$ cat src/rtl/fpa_pkg.sv
package fpa_pkg;
    typedef enum logic [0:0] {
        ST_EMPTY = 1'b0,
        ST_FULL  = 1'b1
    } pipe_state_t;

    localparam int GRS_BITS = 3;
endpackage

$ cat src/rtl/fpa_unpack.sv
module fpa_unpack #(
    parameter int EW = 8,
    parameter int FW = 23
) (
    input  logic [EW+FW:0] word,
    input  logic           flip,
    output logic           sgn,
    output logic [EW-1:0]  exp_eff,
    output logic [FW:0]    sig,
    output logic           is_zero,
    output logic           is_inf,
    output logic           is_nan
);
    logic [EW-1:0] ef;
    logic [FW-1:0] fr;
    logic          e_all1;
    logic          e_none;

    always_comb begin
        ef      = word[EW+FW-1:FW];
        fr      = word[FW-1:0];
        e_all1  = &ef;
        e_none  = ~|ef;
        sgn     = word[EW+FW] ^ flip;
        exp_eff = e_none ? EW'(1) : ef;
        sig     = {~e_none, fr};
        is_zero = e_none & ~|fr;
        is_inf  = e_all1 & ~|fr;
        is_nan  = e_all1 & |fr;
    end
endmodule

$ cat src/rtl/fpa_align_add.sv
module fpa_align_add #(
    parameter int EW = 8,
    parameter int FW = 23
) (
    input  logic          sa,
    input  logic [EW-1:0] ea,
    input  logic [FW:0]   siga,
    input  logic          sb,
    input  logic [EW-1:0] eb,
    input  logic [FW:0]   sigb,
    output logic          big_sign,
    output logic [EW-1:0] big_exp,
    output logic [FW+fpa_pkg::GRS_BITS+1:0] sum
);
    localparam int M = FW + 1;
    localparam int X = M + fpa_pkg::GRS_BITS;
    localparam logic [X-1:0] ONE_X = X'(1);

    logic          a_big;
    logic [EW-1:0] e_sml;
    logic [FW:0]   s_big, s_sml;
    logic [EW-1:0] diff;
    logic [X-1:0]  ext, aligned, mask;
    logic          lost;
    logic          eff_sub;

    always_comb begin
        a_big    = {ea, siga} >= {eb, sigb};
        big_sign = a_big ? sa : sb;
        big_exp  = a_big ? ea : eb;
        e_sml    = a_big ? eb : ea;
        s_big    = a_big ? siga : sigb;
        s_sml    = a_big ? sigb : siga;
        diff     = big_exp - e_sml;
        ext      = {s_sml, {fpa_pkg::GRS_BITS{1'b0}}};
        if (32'(diff) >= X) begin
            aligned = '0;
            mask    = '1;
        end else begin
            aligned = ext >> diff;
            mask    = (ONE_X << diff) - ONE_X;
        end
        lost       = |(ext & mask);
        aligned[0] = aligned[0] | lost;
        eff_sub    = sa ^ sb;
        if (eff_sub)
            sum = {1'b0, s_big, {fpa_pkg::GRS_BITS{1'b0}}} - {1'b0, aligned};
        else
            sum = {1'b0, s_big, {fpa_pkg::GRS_BITS{1'b0}}} + {1'b0, aligned};
    end
endmodule

$ cat src/rtl/fpa_norm_round.sv
module fpa_norm_round #(
    parameter int EW = 8,
    parameter int FW = 23
) (
    input  logic [FW+fpa_pkg::GRS_BITS+1:0] sum,
    input  logic [EW-1:0] big_exp,
    output logic [EW-1:0] exp_out,
    output logic [FW-1:0] frac_out,
    output logic          ovf
);
    localparam int M   = FW + 1;
    localparam int X   = M + fpa_pkg::GRS_BITS;
    localparam int LZW = $clog2(X + 1);
    localparam int EXW = EW + 2;
    localparam logic [EXW-1:0] E_TOP = EXW'((1 << EW) - 1);

    logic [LZW-1:0] lz;
    logic [EXW-1:0] lim, sh, e_n, e_f;
    logic [X-1:0]   n;
    logic           rnd_up;
    logic [M:0]     m;

    always_comb begin
        lz = LZW'(X);
        for (int i = 0; i < X; i++) begin
            if (sum[i]) lz = LZW'(X - 1 - i);
        end
        lim = EXW'(big_exp) - EXW'(1);
        sh  = (EXW'(lz) < lim) ? EXW'(lz) : lim;
        if (sum[X]) begin
            n   = {sum[X:2], sum[1] | sum[0]};
            e_n = EXW'(big_exp) + EXW'(1);
        end else begin
            n   = sum[X-1:0] << sh;
            e_n = EXW'(big_exp) - sh;
        end
        rnd_up   = n[2] & (n[1] | n[0] | n[3]);
        m        = {1'b0, n[X-1:3]} + (M+1)'(rnd_up);
        e_f      = m[M] ? e_n + EXW'(1) : e_n;
        ovf      = e_f >= E_TOP;
        exp_out  = (m[M] | m[M-1]) ? e_f[EW-1:0] : '0;
        frac_out = m[M] ? '0 : m[FW-1:0];
    end
endmodule

$ cat src/rtl/fp_addsub.sv
module fp_addsub #(
    parameter int EW = 8,
    parameter int FW = 23
) (
    input  logic           clk,
    input  logic           rst_n,
    input  logic           in_valid,
    input  logic           op_sub,
    input  logic [EW+FW:0] opa,
    input  logic [EW+FW:0] opb,
    output logic           out_valid,
    output logic [EW+FW:0] result,
    output logic           flag_ovf,
    output logic           flag_unf,
    output logic           flag_inv
);
    import fpa_pkg::*;

    localparam int W = EW + FW + 1;
    localparam int X = FW + 1 + GRS_BITS;
    localparam logic [EW-1:0] E_ALL1 = '1;
    localparam logic [W-1:0]  QNAN   = {1'b0, E_ALL1, 1'b1, {(FW-1){1'b0}}};

    logic [W-1:0]  words [2];
    logic [1:0]    flips;
    logic [1:0]    sg, zr, nf, nn;
    logic [EW-1:0] ex  [2];
    logic [FW:0]   sgf [2];

    assign words[0] = opa;
    assign words[1] = opb;
    assign flips    = {op_sub, 1'b0};

    for (genvar g = 0; g < 2; g++) begin : g_unpack
        fpa_unpack #(.EW(EW), .FW(FW)) u_unpack (
            .word    (words[g]),
            .flip    (flips[g]),
            .sgn     (sg[g]),
            .exp_eff (ex[g]),
            .sig     (sgf[g]),
            .is_zero (zr[g]),
            .is_inf  (nf[g]),
            .is_nan  (nn[g])
        );
    end

    logic          big_sign;
    logic [EW-1:0] big_exp;
    logic [X:0]    sum;
    logic [EW-1:0] exp_r;
    logic [FW-1:0] frac_r;
    logic          ovf_r;

    fpa_align_add #(.EW(EW), .FW(FW)) u_align (
        .sa (sg[0]), .ea (ex[0]), .siga (sgf[0]),
        .sb (sg[1]), .eb (ex[1]), .sigb (sgf[1]),
        .big_sign (big_sign), .big_exp (big_exp), .sum (sum)
    );

    fpa_norm_round #(.EW(EW), .FW(FW)) u_norm (
        .sum (sum), .big_exp (big_exp),
        .exp_out (exp_r), .frac_out (frac_r), .ovf (ovf_r)
    );

    logic [W-1:0] res_c;
    logic         ovf_c, unf_c, inv_c;

    always_comb begin
        ovf_c = 1'b0;
        unf_c = 1'b0;
        inv_c = 1'b0;
        if (nn[0] | nn[1]) begin
            res_c = QNAN;
        end else if (nf[0] & nf[1] & (sg[0] ^ sg[1])) begin
            res_c = QNAN;
            inv_c = 1'b1;
        end else if (nf[0]) begin
            res_c = {sg[0], E_ALL1, {FW{1'b0}}};
        end else if (nf[1]) begin
            res_c = {sg[1], E_ALL1, {FW{1'b0}}};
        end else if (zr[0] & zr[1]) begin
            res_c = {sg[0] & sg[1], {(W-1){1'b0}}};
        end else if (~|sum) begin
            res_c = '0;
        end else if (ovf_r) begin
            res_c = {big_sign, E_ALL1, {FW{1'b0}}};
            ovf_c = 1'b1;
        end else begin
            res_c = {big_sign, exp_r, frac_r};
            unf_c = (~|exp_r) & (|frac_r);
        end
    end

    pipe_state_t state, state_nxt;

    always_comb begin
        unique case (state)
            ST_EMPTY: state_nxt = in_valid ? ST_FULL : ST_EMPTY;
            ST_FULL:  state_nxt = in_valid ? ST_FULL : ST_EMPTY;
            default:  state_nxt = ST_EMPTY;
        endcase
    end

    always_ff @(posedge clk or negedge rst_n) begin
        if (!rst_n) state <= ST_EMPTY;
        else        state <= state_nxt;
    end

    always_ff @(posedge clk or negedge rst_n) begin
        if (!rst_n) begin
            result   <= '0;
            flag_ovf <= 1'b0;
            flag_unf <= 1'b0;
            flag_inv <= 1'b0;
        end else if (in_valid) begin
            result   <= res_c;
            flag_ovf <= ovf_c;
            flag_unf <= unf_c;
            flag_inv <= inv_c;
        end
    end

    assign out_valid = (state == ST_FULL);
endmodule

$ cat config.mk
export PLATFORM = sky130hd
export DESIGN_NAME = fp_addsub
export DESIGN_NICKNAME = d
export VERILOG_FILES = /design/src/rtl/fpa_pkg.sv /design/src/rtl/fpa_unpack.sv /design/src/rtl/fpa_align_add.sv /design/src/rtl/fpa_norm_round.sv /design/src/rtl/fp_addsub.sv
export SDC_FILE = /design/constraint.sdc
export NUM_CORES = 1
export LEC_CHECK = 0
export ABC_AREA = 1
export BUFFER_PORTS_ARGS = -buffer_cell sky130_fd_sc_hd__buf_2
export CAP_MARGIN = 20
export CORE_MARGIN = 3
export CORE_UTILIZATION = 30
export DETAILED_ROUTE_END_ITERATION = 7
export PLACE_DENSITY_LB_ADDON = 0.08
export SETUP_SLACK_MARGIN = 0.4
export SLEW_MARGIN = 15
export SYNTH_ARGS = -nofsm -noshare
export SYNTH_HDL_FRONTEND = slang
export SYNTH_HIERARCHICAL = 1
export SYNTH_SLANG_ARGS = --single-unit
$ cat constraint.sdc
create_clock -name clk -period 1.5 [get_ports clk]
set_clock_uncertainty 0.05 [all_clocks]
set_input_delay 0.225 -clock clk [delete_from_list [all_inputs] [get_ports clk]]
set_output_delay 0.225 -clock clk [all_outputs]
set_load 0.005 [all_outputs]
## Word level (Yosys, flattened, before mapping)

Cells that the tools add are included.

| word-level totals | value |
|---|---|
| register bits after elaboration | 36 |
| bits in latches | 0 |
| memory bits (writable) | 0 |
| ROM bits | 0 |
| output and inout port bits | 36 |
| logic and storage cells | 124 |
| memories | 0 |

| cells by class | value |
|---|---|
| add/subtract/negate cells | 9 |
| multipliers | 0 |
| div/mod/pow operators | 0 |
| order comparisons | 4 |
| equality and inequality tests | 0 |
| shift-type cells | 3 |
| muxes and demuxes | 67 |
| bitwise operators | 21 |
| reduce and logical (&&, ||, !) cells | 15 |

Operators by type and width:

| kind | count |
|---|---|
| two-way mux 32 bit | 6 |
| two-way mux 27 bit | 3 |
| two-way mux 5 bit | 16 |
| OR reduction 23 bit | 3 |
| two-way mux 24 bit | 2 |
| two-way mux 8 bit | 5 |
| >= comparator 32 bit | 1 |
| two-way mux 4 bit | 8 |
| two-way mux 31 bit | 1 |
| two-way mux 10 bit | 3 |
| adder 27 x 27 -> 28 bit | 1 |
| two-way mux 28 bit | 1 |
| OR reduction 28 bit | 1 |
| subtractor 27 x 27 -> 28 bit | 1 |
| bitwise AND 27 bit | 1 |
| OR reduction 27 bit | 1 |
| left shift 1 x 8 -> 27 bit (first input constant) | 1 |
| left shift 27 x 10 -> 27 bit | 1 |
| >> shifter 27 x 8 -> 27 bit | 1 |
| subtractor 27 x 1 -> 27 bit (second input constant) | 1 |
| adder 24 x 1 -> 25 bit | 1 |
| OR reduction 8 bit | 3 |
| two-way mux 23 bit | 1 |
| two-way mux 1 bit | 19 |
| 14 further kinds | 37 |

## Longest topological paths before layout

Gate-level depths: netlist (run 1).

| depth | value |
|---|---|
| word-level depth | 60 |
| depth in mapped cells | 104 |
| mapped depth without buffers | 99 |

## Modules after synthesis

Netlist (run 1), hierarchy kept.

By module, submodules not included:

| module | times used | cells each | area an instance (um^2) | seq. area each (um^2) |
|---|---|---|---|---|
| fpa_align_add | 1 | 1390 | 7074.3 | 0.0 |
| fpa_norm_round | 1 | 869 | 4281.6 | 0.0 |
| fp_addsub | 1 | 286 | 1995.7 | 900.9 |
| fpa_unpack | 2 | 69 | 377.9 | 0.0 |

## Worst setup path before layout (run 1)

No wires, ideal clock.

| timing path | value |
|---|---|
| kind | input to register |
| start | input opa[27] |
| end | register result[10] |
| arrival | 10.940 ns |
| data required time | 1.385 ns |
| path slack | -9.555 ns |
| cell stages on the path | 92 |
| path buffers | 7 |
| cell sequence | nor2_1 -> nand4_1 -> nand2_1 -> ha_1 -> buf_2 -> inv_2 -> nor3_2 -> a21oi_4 -> nand2_2 -> buf_6 -> nand2_1 -> nand3_2 -> ha_1 -> inv_1 -> nand2_1 -> nand2_1 -> nand3_1 -> nand2_1 -> (+56 left out) -> or3_1 -> nand2_1 -> nand2_1 -> o21ai_0 -> inv_1 -> nand2_1 -> inv_1 -> nand3_1 -> xor2_1 -> nand4_1 -> nand2_1 -> nor2_1 -> nand3_1 -> nand2_1 -> clkbuf_1 -> nor3_1 -> nand3_1 -> nand2_1 |

RTL lines:

| what | RTL line | RTL |
|---|---|---|
| start, declared | fp_addsub.sv:9 | `input logic [EW+FW:0] opa,` |
| end signal, assigned | fp_addsub.sv:116 | `result <= res_c;` |
| end, declared | fp_addsub.sv:12 | `output logic [EW+FW:0] result,` |

==> metrics.md, run 1 <==
| Metric | Value |
|---|---|
| Hold Vio Cnt, Final | `0` |
| Non-Filler Instances | `4145` |
| Main synth FF type | `dfrtp_1` |
| Hold path cells | `1` |
| Critical path arrival | `10.84 ns` |
| DP Worst Slack | `-9.78 ns` |
| Post-synthesis net count | `2850` |
| Fmax achieved | `0.0937 GHz` |
| Pin count of the biggest net entering global routing | `49` |
| Post-synth EDFFs | `0` |
| Most frequent cell after synthesis | `nand2_1` |
| Post-Syn Instances | `2683` |
| Crit Path Max Fanout | `7` |
| Final nets | `3711` |
| Critical R2R Capture | `result[25]$_DFFE_PN0P_` |
| Library cells used by synthesis | `67` |
| Multi-input logic area | `12300 um2` |
| Reg2reg path depth | `3` |
| CTS tree | `built` |
| Setup TNS | `-306.94 ns` |
| First-pass GRT wire length | `107000 um` |
| Startpoint types | `input pin` |
| Reg2reg setup slack | `0.67 ns` |
| Final WL | `68000 um` |
| Die area | `49700 um2` |
| Worst Hold Class | `in2reg` |
| Synth top cells by count | `nand2_1, nand3_1, inv_1` |
| Placed inst area | `21100 um2` |
| Sequential Power Share | `0.046` |
| Die width | `223 um` |
| Worst Setup Slack, final | `-9.17 ns` |
| GP Congestion | `0.966` |
| CP Capture Type | `flop` |
| Starting Density | `0.308` |
| Tot GR Track Use | `0.263` |
| Reg-to-Reg Start | `result[25]$_DFFE_PN0P_` |
| Cell count after placement | `4023` |
| DR pass1 iterations | `5` |
| H-tree levels | `2` |
| FF+latch area | `901 um2` |
| Yosys warnings | `6` |
| ANT cells | `0` |
| Final Max Slew Viols | `0` |
| Synth Register Bits | `36` |
| DRC viols | `0` |
| Fin util | `0.514` |
| WS Path Type | `in2reg` |
| Top-area cell type share of the netlist area | `0.212` |
| Fillers | `4821` |
| Worst hold path startpoint | `in_valid` |
| Cell Area, Synth | `14100 um2` |
| Vias | `20247` |
| Die H | `223 um` |
| Post-DRT Antenna Nets | `0` |
| Number of global-route vias before repair | `20013` |
| Lkg Pwr | `13.0 nW` |
| # rows | `78` |
| WL/cell | `16.4 um` |
| Syn_area_per_cell | `5.26 um2` |
| Num Clock Sinks | `36` |
| Peak supply drop | `0.00167 V` |
| Post-route cell area | `23600 um2` |
| Final setup vio count | `34` |
| Core area | `45900 um2` |
| Register area share after synthesis | `0.0639` |
| Clk root buf | `clkbuf_16` |
| Hold EP | `out_valid$_DFF_PN0_` |
| Pwr per Cell Area | `1470 nW/um2` |
| Switching Share | `0.518` |
| Synth area leaders | `nand2_1, nand3_1, inv_1` |
| Relative slew margins | `0.492` |
| Worst path max stage delay | `0.34 ns` |
| Worst hold margin | `0.0973 ns` |
| Period utilization | `7.11` |
| PortBufs | `103` |
| I/O pin count | `104` |
| Initial DRC Count | `1445` |
| Bufs on Longest Clock Path | `2` |
| Clock power frac | `0.031` |
| Reg clk slew, reported paths | `0.06 ns` |
| Ys async rst share | `1.00` |
| Area Overhead vs Synth | `67.1%` |
| Share of cells above drive strength 1 | `0.397` |
| RSZ-0062 raised after global routing | `yes` |
| DP HPWL | `55900 um` |
| Gr ovfl total | `0` |
| Status | `finished with violations` |
| Fin crit period | `10.67 ns` |
| Int Pwr | `16.7 mW` |
| Tot Pwr | `34.6 mW` |
| Comb pwr share | `0.922` |
| Worst-margin pin slew | `0.754 ns` |
| CP Data Required Time | `1.67 ns` |
| Initial antenna violation count | `0` |
| Failing checks | `negative setup slack` |
| Max-Cap Viols | `0` |
| Synth area leader | `nand2_1` |
| NetSw | `17.9 mW` |
| CTS buffer count | `5` |
| Clock Latency Late Sink | `0.28 ns` |
| Critical path's slowest cell | `ha_4` |
| Vias per inst | `4.88` |
==> registers in the layout (all words and copies together), names as in the netlist <==
register   count
result        32
flag_inv       1
out_valid      1
flag_ovf       1
flag_unf       1
==> layer usage <==
layer / GRT usage / part of all wire
met5: 0 / 0
met4: 0.0841 / 0.037
met3: 0.0112 / 0.033
met2: 0.489 / 0.50
met1: 0.325 / 0.43
==> critical path, delay by kind of cell <==
| kind | cells | cell delay [ns] |
|---|---|---|
| XOR/XNOR | 2 | 0.23 |
| AND/OR/NAND/NOR | 44 | 4.92 |
| AO/OA/AOI/OAI | 22 | 3.03 |
| buffers and inverters | 14 | 1.29 |
| adder cells (fa/ha/maj) | 4 | 1.12 |
==> worst max path at each step <==
stage                       start                     end  slack (ns)  cells past startpoint
after floorplan           opb[29]  result[12]$_DFFE_PN0P_       -8.77                     89
after global placement    opb[29]  result[27]$_DFFE_PN0P_       -9.55                     78
after detailed placement  opb[29]    flag_unf$_DFFE_PN0P_       -9.78                     81
after CTS                 opb[27]  result[15]$_DFFE_PN0P_       -8.82                     88
after global routing      opa[29]   result[2]$_DFFE_PN0P_       -9.87                     87
final                     opa[29]  result[16]$_DFFE_PN0P_       -9.17                     86
==> cell type report <==
class,count,share of cell area
clock buffer,7,0.00605
clock inverter,1,0.000318
inverter,373,0.0601
multi-input combinational,2114,0.523
sequential,36,0.0382
tap,600,0.0318
timing repair buffer,1014,0.341
==> logic make-up after synthesis <==
kind of cell / synth area share
mux: 0.00213
flops: 0.0639
buf+inv: 0.166
xor+xnor: 0.0354
compound gates: 0.126
fa+ha+maj: 0.0889
simple gates: 0.518
other cells: 0.000532
==> power by group through the flow <==
| stage | logic, mW | registers, mW | clock network [mW] |
|---|---|---|---|
| 2_1_floorplan | 14.2 | 1.63 | 0 |
| 3_3_place_gp | 27.9 | 1.61 | 0 |
| 3_5_place_dp | 28.0 | 1.61 | 0 |
| 4_1_cts | 30.9 | 1.61 | 1.08 |
| 5_1_grt | 34.8 | 1.65 | 1.13 |
| 6_report | 31.9 | 1.61 | 1.07 |
==> placed cells by master (no fill, tap or decap), types with 21 or more instances in the layout <==
cell	count
a21oi_1	74
a21oi_2	21
buf_12	29
buf_2	90
buf_4	849
buf_6	36
dfrtp_1	36
ha_1	80
inv_1	325
inv_2	42
nand2_1	746
nand2_2	64
nand3_1	306
nand3_2	55
nand4_1	57
nor2_1	243
nor2_2	38
nor2_4	29
nor3_1	25
nor3_2	23
o21ai_0	89
o21ai_1	33
xor2_1	44
==> repair_timing <==
action / CTS / global route
pin swaps: 127 / 78
setup buffers: 89 / 16
hold buffers: 1 / 0
resized for setup: 270 / 77
cloned: 7 / 1
endpoints found under the hold margin: 36 / 0
endpoints found under the setup margin: 37 / 42
No activity file was read; power rests on OpenSTA's default activity.
==> run 2, diff against run 1 <==
==> constraint.sdc (replaced) <==
create_clock -name clk -period 1.5 [get_ports clk]
set_clock_uncertainty 0.05 [all_clocks]
set_input_delay 0.3 -clock clk [delete_from_list [all_inputs] [get_ports clk]]
set_output_delay 0.3 -clock clk [all_outputs]
set_load 0.005 [all_outputs]
==> metrics.md, run 2 (synthesis gave the netlist of run 1 again) <==
| Metric | Value |
|---|---|
| Period utilization | `7.28` |
| Failing checks | `negative setup slack` |
| WS Path Type | `in2reg` |
| Worst Hold Class | `in2async` |
| Pwr per Cell Area | `1440 nW/um2` |
| Post-DRT Antenna Nets | `0` |
| RSZ-0062 raised after global routing | `yes` |
| Critical path arrival | `11.09 ns` |
| Die width | `223 um` |
| Area Overhead vs Synth | `66.9%` |
| ANT cells | `0` |
| CP Capture Type | `flop` |
| # rows | `78` |
| Worst Setup Slack, final | `-9.42 ns` |
| DP HPWL | `55900 um` |
| Peak supply drop | `0.00147 V` |
| Share of cells above drive strength 1 | `0.393` |
| Gr ovfl total | `0` |
| Vias | `20312` |
| Final nets | `3716` |
| Hold Vio Cnt, Final | `0` |
| Final Max Slew Viols | `0` |
| Most Frequent Cell on Critical Path | `buf_6` |
| Pin count of the biggest net entering global routing | `49` |
| Tot GR Track Use | `0.259` |
| Final setup vio count | `34` |
| Die H | `223 um` |
| Initial antenna violation count | `0` |
| Tot Pwr | `34.0 mW` |
| Lkg Pwr | `13.0 nW` |
| Die area | `49700 um2` |
| Worst-margin pin slew | `0.755 ns` |
| Clock Latency Late Sink | `0.28 ns` |
| Max FFs per register | `32` |
| Fillers | `4845` |
| WL/cell | `16.2 um` |
| Fin crit period | `10.92 ns` |
| CTS tree | `built` |
| Highest-count cells in the layout ignoring fill and taps | `buf_4, nand2_1, inv_1, nand3_1, nor2_1` |
| Most common cell after layout, fill and taps aside | `buf_4` |
| Crit Path Max Fanout | `16` |
| H-tree levels | `2` |
| CTS buffer count | `5` |
| Bufs on Longest Clock Path | `2` |
| DR pass1 iterations | `5` |
| Clk root buf | `clkbuf_16` |
| Max-Cap Viols | `0` |
| Starting Density | `0.308` |
| Final WL | `67400 um` |
| I/O pin count | `104` |
| PortBufs | `103` |
| Fmax achieved | `0.0916 GHz` |
| Initial DRC Count | `1410` |
| Status | `finished with violations` |
| Num Clock Sinks | `36` |
| Startpoint types | `input pin` |
| Critical path's slowest cell | `o21ai_0` |
| Core area | `45900 um2` |
| GP Congestion | `0.954` |
| First-pass GRT wire length | `105000 um` |
| Relative slew margins | `0.491` |
| CP Data Required Time | `1.67 ns` |
| Reg clk slew, reported paths | `0.06 ns` |
| Fin util | `0.513` |
| Number of global-route vias before repair | `19941` |
| Worst path max stage delay | `0.61 ns` |
| DRC viols | `0` |
| Vias per inst | `4.89` |
| Top reg by flops | `result` |
run 2: final cells by class:
type                       instances  area (um2)  share of cell area
multi-input combinational       2113       12300               0.521
tap                              600         751              0.0319
timing repair buffer            1020        8070               0.343
sequential                        36         901              0.0383
clock buffer                       7         143             0.00606
clock inverter                     1        7.51            0.000319
inverter                         373        1410              0.0600
run 2: where the power goes:
part / leakage, nW / switching [mW] / internal [mW]
logic: 12.5 / 17.0 / 14.3
clock network: 0.0701 / 0.411 / 0.662
registers: 0.446 / 0.226 / 1.38
total: 13.0 / 17.6 / 16.4
run 2: worst max-delay path: cells and delay by family:
family | cells | cell delay (ns)
compound gates | 20 | 3.29
xor+xnor | 1 | 0.15
fa+ha+maj | 4 | 1.17
buf+inv | 23 | 2.41
simple gates | 30 | 3.69
run 2: what timing repair did:
action,4_1_cts,5_1_grt
gates cloned,3,1
hold buffers,0,0
setup endpoints to repair,71,71
hold endpoints to repair,0,0
buffers inserted,79,36
resized for setup,222,119
pin swaps,121,91
run 2: final timing paths:
check                      cells past startpoint                endpoint                   start  slack, ns
setup / recovery                              78   result[2]$_DFFE_PN0P_                 opa[25]      -9.42
hold / removal                                 2   result[5]$_DFFE_PN0P_                   rst_n      0.004
setup reg to reg                               4   result[9]$_DFFE_PN0P_   result[9]$_DFFE_PN0P_       0.62
hold reg to reg                                2  result[13]$_DFFE_PN0P_  result[13]$_DFFE_PN0P_       0.42
max in group asynchronous                      2  result[29]$_DFFE_PN0P_                   rst_n       1.06
min in group clk                               1     out_valid$_DFF_PN0_                in_valid       0.17
run 2: per-stage QoR:
| stage | instances | TNS [ns] | instance area (um2) | hold WS, ns | setup slack, ns |
|---|---|---|---|---|---|
| finish | 4150 | -313.77 | 23500 | 0.00390 | -9.42 |
| global route | 4150 | -334.19 | 23500 | 0.0489 | -10.01 |
| CTS | 4113 | -302.79 | 22800 | 0.0159 | -9.09 |
| detailed placement | 4023 | -331.97 | 21100 | 0.325 | -9.94 |
| global placement | 4023 | -323.43 | 21100 | 0.316 | -9.68 |
| floorplan | 2683 | -295.21 | 14500 | -0.0456 | -8.84 |
run 2: metal layers:
metal | track usage | vias up | wire length, um
met5 | 0 | - | 0
met4 | 0.0806 | 0 | 2480
met3 | 0.0126 | 119 | 2380
met2 | 0.482 | 531 | 34100
met1 | 0.319 | 9348 | 28500
li1 | - | 10314 | -
==> run 3, diff against run 2 <==
--- a/config.mk
+++ b/config.mk
@@ -10,5 +10,5 @@
 export CAP_MARGIN = 20
 export CORE_MARGIN = 3
-export CORE_UTILIZATION = 30
+export CORE_UTILIZATION = 28
 export DETAILED_ROUTE_END_ITERATION = 7
 export PLACE_DENSITY_LB_ADDON = 0.08
==> constraint.sdc (replaced) <==
create_clock -name clk -period 1.5 [get_ports clk]
set_clock_uncertainty 0.05 [all_clocks]
set_input_delay 0.15 -clock clk [delete_from_list [all_inputs] [get_ports clk]]
set_output_delay 0.15 -clock clk [all_outputs]
set_load 0.005 [all_outputs]
==> metrics.md, run 3 (synthesis gave the netlist of run 1 again) <==
| Metric | Value |
|---|---|
| Status | `finished with violations` |
| Failing checks | `negative setup slack` |
| Clk root buf | `clkbuf_16` |
| Setup TNS | `-298.96 ns` |
| Lkg Pwr | `13.2 nW` |
| Die H | `230 um` |
| Vias per inst | `4.81` |
| Reg clk slew, reported paths | `0.05 ns` |
| CTS buffer count | `5` |
| Top reg by flops | `result` |
| Cell count after placement | `4115` |
| Final WL | `68100 um` |
| Fin crit period | `10.44 ns` |
| Pwr per Cell Area | `1480 nW/um2` |
| Critical path's slowest cell | `ha_1` |
| Reg2reg path depth | `2` |
| Critical path arrival | `10.59 ns` |
| GP Congestion | `0.976` |
| WL/cell | `16.0 um` |
| Max FFs per register | `32` |
| Crit Path Max Fanout | `8` |
| Gr ovfl total | `0` |
| Share of cells above drive strength 1 | `0.420` |
| Final nets | `3746` |
| Starting Density | `0.286` |
| ANT cells | `0` |
| Relative slew margins | `0.505` |
| Max-Cap Viols | `0` |
| # rows | `81` |
| DP HPWL | `57200 um` |
| Die area | `53100 um2` |
| Period utilization | `6.96` |
| PortBufs | `103` |
| Hold EP | `out_valid$_DFF_PN0_` |
| Worst Hold Class | `in2reg` |
| H-tree levels | `2` |
| RSZ-0062 raised after global routing | `yes` |
| FF+latch area | `901 um2` |
| Hold Vio Cnt, Final | `0` |
| Post-route cell area | `24000 um2` |
| Reg-to-Reg Start | `result[29]$_DFFE_PN0P_` |
| Buf+Inv Stages, Crit Path | `16` |
| Fmax achieved | `0.0958 GHz` |
| DRC viols | `0` |
| I/O pin count | `104` |
| Num Clock Sinks | `36` |
| Die width | `230 um` |
| Initial antenna violation count | `0` |
| Final setup vio count | `34` |
| Final Max Slew Viols | `0` |
| Number of global-route vias before repair | `20045` |
| Worst path max stage delay | `0.31 ns` |
| Worst-margin pin slew | `0.735 ns` |
| Worst Setup Slack, final | `-8.94 ns` |
| Delay-heaviest family, CP | `simple AND/OR/NAND/NOR gates` |
| Reg2reg setup slack | `0.78 ns` |
| Non-Filler Instances | `4244` |
| CTS tree | `built` |
| Fillers | `5229` |
| Most Frequent Cell on Critical Path | `nand2_2` |
| Worst hold path startpoint | `in_valid` |
| First-pass GRT wire length | `106000 um` |
| Fin util | `0.486` |
| Area Overhead vs Synth | `69.9%` |
| CP Capture Type | `flop` |
| DR pass1 iterations | `5` |
| CP Data Required Time | `1.65 ns` |
| Peak supply drop | `0.000873 V` |
| Tot Pwr | `35.4 mW` |
| Pin count of the biggest net entering global routing | `37` |
| WS Path Type | `in2reg` |
| Multi-input logic area | `12500 um2` |
| Initial DRC Count | `1269` |
| Placed inst area | `21300 um2` |
| Bufs on Longest Clock Path | `2` |
| Clock Latency Late Sink | `0.27 ns` |
| Tot GR Track Use | `0.246` |
| Most common cell after layout, fill and taps aside | `buf_4` |
| Post-DRT Antenna Nets | `0` |
| Vias | `20393` |
| Core area | `49400 um2` |
| Hold path cells | `1` |
| Startpoint types | `input pin` |
| Highest-count cells in the layout ignoring fill and taps | `buf_4, nand2_1, inv_1, nand3_1, nor2_1` |
| Critical R2R Capture | `result[29]$_DFFE_PN0P_` |
## run 3: changes by cell type in the layout (fill, tap and decap cells not counted), sizes merged
cell and change:
clkbuf -1, dlygate4sd3 +1, buf +28, bufbuf -1, nor2 +1, nand2 +2
## run 3: worst max path at each step
stage | cells past startpoint | end | startpoint
2_1_floorplan | 89 | result[12]$_DFFE_PN0P_ | opb[29]
3_3_place_gp | 77 | result[22]$_DFFE_PN0P_ | opb[29]
3_5_place_dp | 80 | flag_unf$_DFFE_PN0P_ | opb[23]
4_1_cts | 85 | result[18]$_DFFE_PN0P_ | opb[24]
5_1_grt | 89 | result[28]$_DFFE_PN0P_ | opa[30]
6_report | 89 | result[27]$_DFFE_PN0P_ | opb[23]
## run 3: final cells by class
cell class / count / area share
clock buffer: 7 / 0.00595
clock inverter: 1 / 0.000313
inverter: 373 / 0.0588
multi-input combinational: 2116 / 0.523
sequential: 36 / 0.0376
tap: 664 / 0.0347
timing repair buffer: 1047 / 0.340
## run 3: where the power goes
group / leakage, nW / internal (mW) / switching, mW
clock network: 0.0701 / 0.660 / 0.372
registers: 0.446 / 1.38 / 0.228
logic: 12.7 / 15.2 / 17.6
## run 3: through the flow
step	hold slack [ns]	worst slack, ns
3_3_place_gp	0.168	-9.52
3_5_place_dp	0.174	-9.63
2_1_floorplan	-0.196	-8.69
6_report	0.107	-8.94
5_1_grt	0.118	-9.79
4_1_cts	0.104	-8.76
## run 3: what timing repair did
| action | CTS | global route |
|---|---|---|
| cloned | 6 | 0 |
| hold endpoints to repair | 36 | 0 |
| resized for setup | 197 | 199 |
| endpoints found under the setup margin | 35 | 35 |
| hold buffers | 1 | 0 |
| buffers inserted | 87 | 27 |
| pin swaps | 109 | 114 |
## run 3: per-layer routing
metal | wire length (um) | vias to the layer above | part of all wire | track usage
met5 | 0 | - | 0 | 0
met4 | 3290 | 0 | 0.048 | 0.102
met3 | 2530 | 142 | 0.037 | 0.0205
met2 | 33700 | 506 | 0.50 | 0.447
met1 | 28500 | 9363 | 0.42 | 0.296
li1 | - | 10382 | - | -
## run 3: worst reg2reg max path: stages, from the launching register on
cell and delay, ns:
dfrtp_1 0.38, nor2_1 0.14, a21oi_2 0.04
